$ cat src/rtl/pcmd_pkg.sv
package pcmd_pkg;

    typedef enum logic [2:0] {
        OP_NONE    = 3'd0,
        OP_CAPTURE = 3'd1,
        OP_SHIFT   = 3'd2,
        OP_UPDATE  = 3'd3,
        OP_RUN     = 3'd4
    } scan_op_e;

    typedef struct packed {
        logic armed;
        logic pulse;
    } exec_ctl_t;

    // Precedence when several qualifiers are high: capture, shift, update, run.
    function automatic scan_op_e decode_op(
        input logic sel,
        input logic cap,
        input logic shf,
        input logic upd,
        input logic rti
    );
        scan_op_e op;
        op = OP_NONE;
        if (sel) begin
            if (cap)      op = OP_CAPTURE;
            else if (shf) op = OP_SHIFT;
            else if (upd) op = OP_UPDATE;
            else if (rti) op = OP_RUN;
        end
        return op;
    endfunction

endpackage

$ cat src/rtl/pcmd_shift.sv
module pcmd_shift
    import pcmd_pkg::*;
#(
    parameter int W = 15
) (
    input  logic         clk_i,
    input  logic         rst_i,
    input  scan_op_e     op_i,
    input  logic         tdi_i,
    input  logic [W-1:0] result_i,
    output logic         tdo_o,
    output logic [W-1:0] image_o
);
    localparam int TOP = W - 1;

    logic [W-1:0] sreg;
    logic [W-1:0] shifted;

    genvar g;
    generate
        for (g = 0; g < TOP; g++) begin : g_bit
            assign shifted[g] = sreg[g+1];
        end
    endgenerate
    assign shifted[TOP] = tdi_i;

    always_ff @(posedge clk_i) begin
        if (rst_i) begin
            sreg <= '0;
        end else begin
            case (op_i)
                OP_CAPTURE: sreg <= result_i;
                OP_SHIFT:   sreg <= shifted;
                default:    sreg <= sreg;
            endcase
        end
    end

    assign tdo_o   = sreg[0];
    assign image_o = sreg;

    p_capture_loads_r3: assert property (@(posedge clk_i) disable iff (rst_i)
        (op_i == OP_CAPTURE) |=> (image_o == $past(result_i)));

    p_shift_lsb_first_r4: assert property (@(posedge clk_i) disable iff (rst_i)
        (op_i == OP_SHIFT) |=> (image_o[TOP-1:0] == $past(image_o[TOP:1])
                                && image_o[TOP] == $past(tdi_i)));

    p_idle_holds_r2: assert property (@(posedge clk_i) disable iff (rst_i)
        (op_i == OP_NONE) |=> $stable(image_o));

endmodule

$ cat src/rtl/pcmd_update.sv
module pcmd_update
    import pcmd_pkg::*;
#(
    parameter int W = 15
) (
    input  logic         clk_i,
    input  logic         rst_i,
    input  scan_op_e     op_i,
    input  logic [W-1:0] image_i,
    output logic [W-1:0] cmd_o,
    output logic         armed_o
);
    logic [W-1:0] cmd_q;
    logic         armed_q;

    always_ff @(posedge clk_i) begin
        if (rst_i) begin
            cmd_q   <= '0;
            armed_q <= 1'b0;
        end else begin
            case (op_i)
                OP_UPDATE: begin
                    cmd_q   <= image_i;
                    armed_q <= 1'b1;
                end
                OP_CAPTURE: armed_q <= 1'b0;
                default: ;
            endcase
        end
    end

    assign cmd_o   = cmd_q;
    assign armed_o = armed_q;

    p_cmd_holds_r5: assert property (@(posedge clk_i) disable iff (rst_i)
        (op_i != OP_UPDATE) |=> $stable(cmd_o));

    p_update_copies_r5: assert property (@(posedge clk_i) disable iff (rst_i)
        (op_i == OP_UPDATE) |=> (cmd_o == $past(image_i)));

endmodule

$ cat src/rtl/pcmd_exec.sv
module pcmd_exec
    import pcmd_pkg::*;
(
    input  logic     clk_i,
    input  logic     rst_i,
    input  scan_op_e op_i,
    input  logic     armed_i,
    output logic     exec_o
);
    exec_ctl_t ctl;

    always_ff @(posedge clk_i) begin
        if (rst_i) begin
            ctl.pulse <= 1'b0;
        end else begin
            ctl.pulse <= (op_i == OP_RUN) && armed_i;
        end
    end

    assign ctl.armed = armed_i;
    assign exec_o    = ctl.pulse;

    p_no_exec_unarmed_r7: assert property (@(posedge clk_i) disable iff (rst_i)
        !ctl.armed |=> !exec_o);

endmodule

$ cat src/rtl/pcmd_dr.sv
module pcmd_dr
    import pcmd_pkg::*;
#(
    parameter int          DR_W   = 15,
    parameter int          IR_W   = 4,
    parameter logic [IR_W-1:0] OPCODE = 4'h5
) (
    input  logic            clk_i,
    input  logic            rst_i,
    input  logic [IR_W-1:0] ir_i,
    input  logic            capture_dr_i,
    input  logic            shift_dr_i,
    input  logic            update_dr_i,
    input  logic            run_idle_i,
    input  logic            tdi_i,
    input  logic [DR_W-1:0] result_i,
    output logic            tdo_o,
    output logic [DR_W-1:0] cmd_o,
    output logic            exec_o
);
    logic            sel;
    scan_op_e        op;
    logic [DR_W-1:0] image;
    logic            armed;

    assign sel = (ir_i == OPCODE);
    assign op  = decode_op(sel, capture_dr_i, shift_dr_i, update_dr_i, run_idle_i);

    pcmd_shift #(.W(DR_W)) u_shift (
        .clk_i    (clk_i),
        .rst_i    (rst_i),
        .op_i     (op),
        .tdi_i    (tdi_i),
        .result_i (result_i),
        .tdo_o    (tdo_o),
        .image_o  (image)
    );

    pcmd_update #(.W(DR_W)) u_update (
        .clk_i   (clk_i),
        .rst_i   (rst_i),
        .op_i    (op),
        .image_i (image),
        .cmd_o   (cmd_o),
        .armed_o (armed)
    );

    pcmd_exec u_exec (
        .clk_i   (clk_i),
        .rst_i   (rst_i),
        .op_i    (op),
        .armed_i (armed),
        .exec_o  (exec_o)
    );

    p_reset_state_r1: assert property (@(posedge clk_i)
        rst_i |=> (cmd_o == '0 && !exec_o && !tdo_o));

    p_exec_from_idle_r6: assert property (@(posedge clk_i) disable iff (rst_i)
        exec_o |-> $past(run_idle_i && sel));

    p_unselected_cmd_r2: assert property (@(posedge clk_i) disable iff (rst_i)
        !sel |=> ($stable(cmd_o) && !exec_o));

endmodule

$ cat config.mk
export PLATFORM = sky130hd
export DESIGN_NAME = pcmd_dr
export DESIGN_NICKNAME = d
export VERILOG_FILES = /design/src/rtl/pcmd_pkg.sv /design/src/rtl/pcmd_shift.sv /design/src/rtl/pcmd_update.sv /design/src/rtl/pcmd_exec.sv /design/src/rtl/pcmd_dr.sv
export SDC_FILE = /design/constraint.sdc
export NUM_CORES = 1
export LEC_CHECK = 0
export BUFFER_PORTS_ARGS = -buffer_cell sky130_fd_sc_hd__buf_2
export CAP_MARGIN = 20
export CORE_MARGIN = 2
export CORE_UTILIZATION = 46
export DETAILED_ROUTE_END_ITERATION = 7
export PLACE_DENSITY = 0.78
export REMOVE_ABC_BUFFERS = 1
export SYNTH_ARGS = -nofsm -noshare
export SYNTH_HDL_FRONTEND = slang
export SYNTH_SLANG_ARGS = --single-unit
$ cat constraint.sdc
create_clock -name clk_i -period 1.4 [get_ports clk_i]
set_clock_uncertainty 0.15 [all_clocks]
set_input_delay 0.28 -clock clk_i [delete_from_list [all_inputs] [get_ports clk_i]]
set_output_delay 0.28 -clock clk_i [all_outputs]
set_load 0.1 [all_outputs]
==> impl_metrics.ini, run 1 <==
[placed_design]
io_buffers = 42
place_area_sq_um = 2105
finalWeightedCongestion = 0.8085
dpl.hpwl_um = 2584

[cells_and_area]
drive_gt1_frac = 0.3624
fin_area_sq_um = 2156
final_core_util = 0.6564
fillCellCount = 266
multi_input_area_sq_um = 752.0
regArea_sq_um = 645.6
diodes = 0
final_nets = 244
area_delta_synth_final_pct = 39.40

[pwr]
power.density_nw_per_um2 = 755.9
p_leak_nw = 0.7605
vdd_drop_max_uv = 469.7

[yosys]
async_flop_share = 0
ys_warn_count = 0
synth_edf_count = 0
synthFlopType = dfxtp_1
synth_cell_types = 27
synth_top_family_by_area = simple AND/OR/NAND/NOR gates
synth-simple-area-share = 0.2468
synthXorXnorAreaFrac = 0
synth_top_area_cell = dfxtp_1
muxShareOfSynthArea = 0
ys_top_cells_by_area = dfxtp_1, a21oi_1, nor3_1
synthAdderAreaFrac = 0
netlist_instances = 173
yosysMostFrequentCell = dfxtp_1
yosysSeqAreaShare = 0.4142
synth_top_area_share = 0.4142
synth-compound-area-share = 0.2362
synth_area_sq_um = 1546
syn_area_per_cell_sq_um = 8.939
yosys-top-cells-count = dfxtp_1, a21oi_1, nor3_1, nand4_1, nor4_1
ys_ff_latch = 32

[setup_path]
crit_path_start_kind = flop
r2r_slack_ns = 0.44
critPathRequiredTime_ns = 0.97
worst-path-max-fanout = 2
critPathMaxStageDelay_ns = 0.41
crit_chain = buf_12
crit_type = flop to output port
arrival_ns = 0.94
rr_startpoint = u_shift.image_o[12]
cp_num_buf_inv = 1
timing.rr.end = u_shift.image_o[11]
rr_worst_depth = 2
slowest_stage = dfxtp_1
cpLargestDelayFamily = flip-flops
end_kind = output port

[drt]
wl_per_cell_um = 14.43
drc_errors = 0
firstDrtPassIters = 4
via_per_inst = 5.792
final_antenna_net_count = 0
vias = 1529
wl_um = 3810
drt_iter0_markers = 52

[timing]
hold_violations = 0
finalSetupViolCount = 0
finalCriticalPeriod_ns = 1.366
max_slew_margin = 0.8231
finalCritPeriodShare = 0.9758
timing.fmax_ghz = 0.7320
grt_setup_unrepaired = false
slew_violations = 0
worst_slew_pin_slew_ns = 0.2629
holdWs_ns = 0.1179

[min_path]
hp-start = capture_dr_i
hp-class = input pin to flop
min_to = u_update.armed_o
hold_path_depth = 3

[global_route]
grt_pass1_vias = 1428
grt.total_usage = 0.2240
grt_pass1_wl_um = 6251
overflow = 0
grt_max_degree = 48
antenna_found_initial = 0

[floorplan]
coreArea_sq_um = 3284
ios = 43
fp.dieH_um = 61.98
die_area_sq_um = 3842
die_x_um = 61.98
start_util = 0.4709
core.rowCount = 21

[outcome]
outcome = complete, no violations

[clock_network]
path_clk_slew_ns = 0.09
cts_setup_buffers = 0
cts_sinks = 32
clock_latency_ns = 0.33
cts_root_buf = clkbuf_4
htreeDepth = 2
cts_tree = built
numCtsBuffers = 5
clockBufferDepth = 2

[run]
max-cap-violations = 0
per-layer routing:
layer,track usage,vias up,wire [um]
met5,0,-,0
met4,0.1307,0,72
met3,0.06004,8,158
met2,0.3676,50,1976
met1,0.2611,718,1603
li1,-,753,-
through the flow:
stage / worst slack [ns] / std cells / setup TNS, ns / total power [W]
floorplan: -1.097 / 152 / -31.63 / 0.001027
global placement: -0.06936 / 257 / -0.6197 / 0.001163
detailed placement: -0.1131 / 257 / -1.405 / 0.001167
CTS: 0.01802 / 264 / 0 / 0.001643
global route: 0.0007576 / 264 / 0 / 0.001702
finish: 0.03381 / 264 / 0 / 0.001630
cell type report:
| type | count | area share |
|---|---|---|
| Multi-Input combinational cell | 117 | 0.3488 |
| Sequential cell | 32 | 0.2995 |
| Timing Repair Buffer | 59 | 0.2983 |
| Tap cell | 46 | 0.02670 |
| Clock buffer | 6 | 0.01915 |
| Inverter | 3 | 0.005223 |
| Clock inverter | 1 | 0.002322 |
what timing repair did:
| item | CTS | global route |
|---|---|---|
| resized for setup | 2 | 2 |
| hold buffers | 0 | 0 |
| endpoints found under the setup margin | 2 | 2 |
flip-flops by register name (all words and copies together) (netlist names):
signal            flops
u_shift.image_o      15
u_exec.exec_o         1
u_update.armed_o      1
u_update.cmd_o       15
report_power, final:
part           leakage (nW)  switching (W)  internal (W)  total, W
clock                0.0281       0.000297      0.000184  0.000481
combinational         0.472       0.000128     0.0000891  0.000217
sequential            0.260     0.00000963      0.000922  0.000931
total                 0.760       0.000434       0.00120   0.00163
cell families after synthesis:
logic type	after synthesis
AO/OA/AOI/OAI	53
buffers and inverters	24
flip-flops	32
AND/OR/NAND/NOR	64
cell usage in the layout (no fill, tap or decap), types with 2 or more instances in the layout:
| master | n |
|---|---|
| a211oi_1 | 2 |
| nand3b_1 | 2 |
| nand4_1 | 15 |
| o21ai_0 | 3 |
| a21oi_1 | 29 |
| nor4_1 | 12 |
| dfxtp_1 | 28 |
| dfxtp_2 | 4 |
| a21o_1 | 3 |
| inv_1 | 3 |
| o31ai_2 | 7 |
| nand2_1 | 3 |
| buf_2 | 25 |
| clkbuf_4 | 5 |
| nor3_1 | 25 |
| buf_4 | 13 |
| o31ai_1 | 7 |
| buf_12 | 21 |
worst max-delay path by stage:
stage                     slack, ns                from  cells past startpoint           endpoint
final                          0.03   u_update.cmd_o[7]                      1           cmd_o[7]
after global routing         0.0008  u_update.cmd_o[11]                      1          cmd_o[11]
after CTS                      0.02   u_update.cmd_o[7]                      1           cmd_o[7]
after detailed placement      -0.11             ir_i[1]                      5  u_update.cmd_o[1]
after global placement        -0.07             ir_i[1]                      5      u_exec.exec_o
after floorplan               -1.10             ir_i[1]                      3  u_update.cmd_o[0]
(Power assumes the default switching activity.)
==> inputs of run 2 (changes only) <==
--- a/config.mk
+++ b/config.mk
@@ -5,12 +5,13 @@
 export SDC_FILE = /design/constraint.sdc
 export NUM_CORES = 1
 export LEC_CHECK = 0
+export ABC_AREA = 1
 export BUFFER_PORTS_ARGS = -buffer_cell sky130_fd_sc_hd__buf_2
 export CAP_MARGIN = 20
 export CORE_MARGIN = 2
 export CORE_UTILIZATION = 46
 export DETAILED_ROUTE_END_ITERATION = 7
-export PLACE_DENSITY = 0.78
+export PLACE_DENSITY = 0.79
 export REMOVE_ABC_BUFFERS = 1
 export SYNTH_ARGS = -nofsm -noshare
 export SYNTH_HDL_FRONTEND = slang
==> run 2 against run 1 <==
Worst setup slack improved by 0.018 ns. Maximum frequency rose by 1.4%. Final cell count rose by 22%.
==> impl_metrics.ini, run 2 <==
[pwr]
power_frac_comb = 0.110
p_leak_nw = 0.9524
intPower_w = 0.001244
power.density_nw_per_um2 = 755.7
clkPwrFrac = 0.330
seqPwrFrac = 0.560
switching_power_w = 0.0004106
p_sw_frac = 0.2482
vdd_drop_max_uv = 566.0

[drt]
wl_um = 3784
drt_iter0_markers = 68
wl_per_cell_um = 11.72
drc_errors = 0
final_antenna_net_count = 0
firstDrtPassIters = 4
vias = 1643
via_per_inst = 5.087

[clock_network]
path_clk_slew_ns = 0.09
numCtsBuffers = 5
cts_root_buf = clkbuf_4
cts_sinks = 32
clock_latency_ns = 0.33
cts_tree = built
hold_buffers = 0
clockBufferDepth = 2
cts_setup_buffers = 0
cts_resized = 0
htreeDepth = 2

[cells_and_area]
final_nets = 304
final_core_util = 0.7056
diodes = 0
area_delta_synth_final_pct = 42.74
drive_gt1_frac = 0.2867
fin_area_sq_um = 2190
final_common_cell = nand2_1
most-common-layout-cells = nand2_1, dfxtp_1, inv_1

[timing]
grt_setup_unrepaired = false
timing.fmax_ghz = 0.7420
timing.final.ws_setup_ns = 0.05220
hold_violations = 0
finalCriticalPeriod_ns = 1.348
slew_violations = 0
worst_slew_pin_slew_ns = 0.1903
finalSetupViolCount = 0
finalCritPeriodShare = 0.9627
tns_ns = 0
max_slew_margin = 0.8730

[placed_design]
finalWeightedCongestion = 0.8655
dpl.hpwl_um = 2863
io_buffers = 42
place_area_sq_um = 2121
place_ws_ns = -0.2026

[yosys]
syn_area_per_cell_sq_um = 6.973
ys_top_cells_by_area = dfxtp_1, nand2_1, nand3_1
yosysSeqAreaShare = 0.4176
synth_top_area_share = 0.4176
synth_top_area_cell = dfxtp_1
async_flop_share = 0
synthFlopType = dfxtp_1
ys_ff_latch = 32
yosysMostFrequentCell = nand2_1
synth_cell_types = 21
synth_area_sq_um = 1534
ys_warn_count = 0
synth_edf_count = 0
yosys-top-cells-count = nand2_1, dfxtp_1, inv_1, nand3_1
netlist_instances = 220

[floorplan]
die_area_sq_um = 3812
fp.dieH_um = 61.75
core.rowCount = 20
coreArea_sq_um = 3103
start_util = 0.4944
ios = 43
die_x_um = 61.75

[setup_path]
timing.rr.end = u_shift.image_o[2]
cpLargestDelayFamily = flip-flops
rr_worst_depth = 4
crit_chain = buf_12
end_kind = output port
crit_path_start_kind = flop
slowest_stage = dfxtp_1
crit_type = flop to output port
rr_startpoint = u_shift.image_o[3]
critPathRequiredTime_ns = 0.97
cp_num_buf_inv = 1
r2r_slack_ns = 0.48
critPathMaxStageDelay_ns = 0.40
worst-path-max-fanout = 2
arrival_ns = 0.92

[min_path]
hp-start = run_idle_i
hp-class = input pin to flop
min_to = u_exec.exec_o
hold_path_depth = 3

[global_route]
grt.total_usage = 0.2295
grt_max_degree = 20
overflow = 0
grt_pass1_wl_um = 6320
grt_pass1_vias = 1447
antenna_found_initial = 0

[outcome]
outcome = complete, no violations

[run]
max-cap-violations = 0
## run 2: worst max-delay path by stage
stage,start,end,slack (ns),cells after the start
finish,u_update.cmd_o[5],cmd_o[5],0.05,1
global route,u_update.cmd_o[4],cmd_o[4],0.004,1
CTS,u_shift.image_o[0],tdo_o,0.004,1
detailed placement,ir_i[1],u_shift.image_o[9],-0.20,10
global placement,ir_i[1],u_shift.image_o[14],-0.14,10
floorplan,ir_i[1],u_shift.image_o[0],-0.43,9
## run 2: metal layers
layer  GRT usage  vias up  wire [um]
met1      0.2918      756       1572
met5           0        -          0
met2      0.3684       62       1881
met4     0.09422        0         71
li1            -      818          -
met3     0.06418        7        258
## run 2: cell type report
type | instances | area, sq um
Multi-Input combinational cell | 146 | 701.9
Timing Repair Buffer | 62 | 615.6
Inverter | 31 | 116.4
Sequential cell | 32 | 641.9
Clock buffer | 8 | 58.81
Fill cell | 268 | 913.4
Tap cell | 44 | 55.05
## run 2: power groups by stage
stage                     sequential (W)  combinational (W)  clock, W
after global placement          0.000947           0.000175         0
final                           0.000926           0.000182  0.000546
after CTS                       0.000926           0.000181  0.000553
after detailed placement        0.000948           0.000181         0
after floorplan                 0.000955          0.0000698         0
after global routing            0.000928           0.000201  0.000607
## run 2: cell families after synthesis
family	count (synthesis)	share of synthesized area
and+or+nand+nor	117	0.3573
buffers and inverters	42	0.1305
DFF	32	0.4176
AOI/OAI and AO/OA	29	0.09462
## run 2: per-stage QoR
step / cells / total power [W] / hold slack (ns)
floorplan: 209 / 0.001024 / 0.1991
global placement: 315 / 0.001123 / 0.3118
detailed placement: 315 / 0.001128 / 0.3254
CTS: 323 / 0.001660 / 0.05880
global route: 323 / 0.001735 / 0.06732
finish: 323 / 0.001655 / 0.05858
==> inputs of run 3 (changes only) <==
--- a/config.mk
+++ b/config.mk
@@ -8,10 +8,12 @@
 export ABC_AREA = 1
 export BUFFER_PORTS_ARGS = -buffer_cell sky130_fd_sc_hd__buf_2
 export CAP_MARGIN = 20
+export CORE_ASPECT_RATIO = 0.5
 export CORE_MARGIN = 2
 export CORE_UTILIZATION = 46
 export DETAILED_ROUTE_END_ITERATION = 7
 export PLACE_DENSITY = 0.79
+export RECOVER_POWER = 50
 export REMOVE_ABC_BUFFERS = 1
 export SYNTH_ARGS = -nofsm -noshare
 export SYNTH_HDL_FRONTEND = slang
==> run 3 against run 2 <==
Hold slack gained 0.054 ns. Worst setup slack better by 0.025 ns. Maximum frequency grew 1.9%. Critical endpoint is now u_update.cmd_o[6].
==> impl_metrics.ini, run 3 (synthesis results as in run 2) <==
[cells_and_area]
drive_gt1_frac = 0.2852
area_delta_synth_final_pct = 47.63
fillCellCount = 239
final_nets = 302
most-common-layout-cells = nand2_1, dfxtp_1, inv_1
fin_area_sq_um = 2265
final_common_cell = nand2_1
diodes = 0
final_core_util = 0.7346

[setup_path]
crit_path_start_kind = input pin
end_kind = flop
rr_worst_depth = 4
worst-path-max-fanout = 16
arrival_ns = 1.38
crit_type = input pin to flop
critPathRequiredTime_ns = 1.46

[drt]
wl_um = 4102
drc_errors = 0
drt_iter0_markers = 151
via_per_inst = 5.161
wl_per_cell_um = 12.94
wl_met1_um = 1768
dr_wl_met2_um = 1961
firstDrtPassIters = 5
dr_wl_met3_um = 304
highest_layer = met4
vias = 1636
final_antenna_net_count = 0

[clock_network]
path_clk_slew_ns = 0.07
cts_tree = built
numCtsBuffers = 5
clock_latency_ns = 0.29
cts_root_buf = clkbuf_8
htreeDepth = 2
cts_sinks = 32
clockBufferDepth = 2

[timing]
timing.final.ws_setup_ns = 0.07696
finalCritPeriodShare = 0.9450
max_slew_margin = 0.8055
timing.fmax_ghz = 0.7558
hold_violations = 0
finalCriticalPeriod_ns = 1.323
worst_slew_pin_slew_ns = 0.2917
finalSetupViolCount = 0
slew_violations = 0

[floorplan]
fp.dieH_um = 44.84
start_util = 0.4976
core.rowCount = 14
coreArea_sq_um = 3083
die_x_um = 85.67
ios = 43
die_area_sq_um = 3841

[pwr]
power.total_w = 0.002086
p_leak_nw = 0.9844
power.density_nw_per_um2 = 921.0
vdd_drop_max_uv = 517.5

[global_route]
grt_pass1_vias = 1563
overflow = 0
grt_pass1_wl_um = 6796
grt.total_usage = 0.2290
grt_max_degree = 27
antenna_found_initial = 0

[placed_design]
finalWeightedCongestion = 0.8632
place_area_sq_um = 2098
place_ws_ns = -0.2442
io_buffers = 42
dpl.hpwl_um = 2848

[min_path]
hp-class = input pin to flop
hold_path_depth = 3

[outcome]
outcome = complete, no violations

[run]
max-cap-violations = 0
run 3: cell count changes in the layout (fill, tap and decap cells not counted), moves of 2 or more:
cell	change
clkbuf_1	-2
buf_4	-4
clkbuf_4	-5
clkbuf_8	+6
run 3: where the power goes:
part | switching (W) | internal [W]
Sequential | 0.00000815 | 0.000920
Combinational | 0.000108 | 0.0000787
Clock | 0.000343 | 0.000628
run 3: path summary, 6_finish.rpt:
check | from | to | slack [ns]
worst max-delay path | ir_i[1] | u_update.cmd_o[6] | 0.08
worst min-delay path | run_idle_i | u_exec.exec_o | 0.11
worst max register to register | u_shift.image_o[14] | u_shift.image_o[13] | 0.43
worst min register to register | u_update.armed_o | u_exec.exec_o | 0.33
run 3: repair_timing:
item,CTS,global route
resized for setup,0,4
hold buffers,0,0
buffers inserted,0,2
setup endpoints to repair,0,20
run 3: layout make-up:
type / count / area (sq um) / area share
tap: 40 / 50.05 / 0.02210
multi-input combinational: 146 / 714.4 / 0.3155
sequential: 32 / 640.6 / 0.2829
timing repair buffer: 60 / 616.8 / 0.2724
inverter: 31 / 116.4 / 0.05138
clock buffer: 7 / 96.34 / 0.04254
clock inverter: 1 / 30.03 / 0.01326
run 3: stage by stage:
| step | instances | TNS [ns] | hold slack [ns] |
|---|---|---|---|
| 5_1_grt | 317 | -0.004893 | 0.1274 |
| 2_1_floorplan | 209 | -10.55 | 0.1991 |
| 6_report | 317 | 0 | 0.1126 |
| 3_5_place_dp | 307 | -5.756 | 0.3228 |
| 4_1_cts | 315 | 0 | 0.1135 |
| 3_3_place_gp | 307 | -3.732 | 0.3168 |
run 3: worst max-delay path, stage by stage:
cell,delay [ns]
buf_2,0.10
inv_1,0.04
nand2_1,0.09
buf_4,0.16
nor3_4,0.19
buf_4,0.23
nand3_1,0.11
a21oi_1,0.18
run 3: per-layer routing:
layer,track usage,vias to the layer above
met4,0.09841,0
met5,0,-
met2,0.3625,71
met3,0.05302,13
met1,0.3083,738
li1,-,814
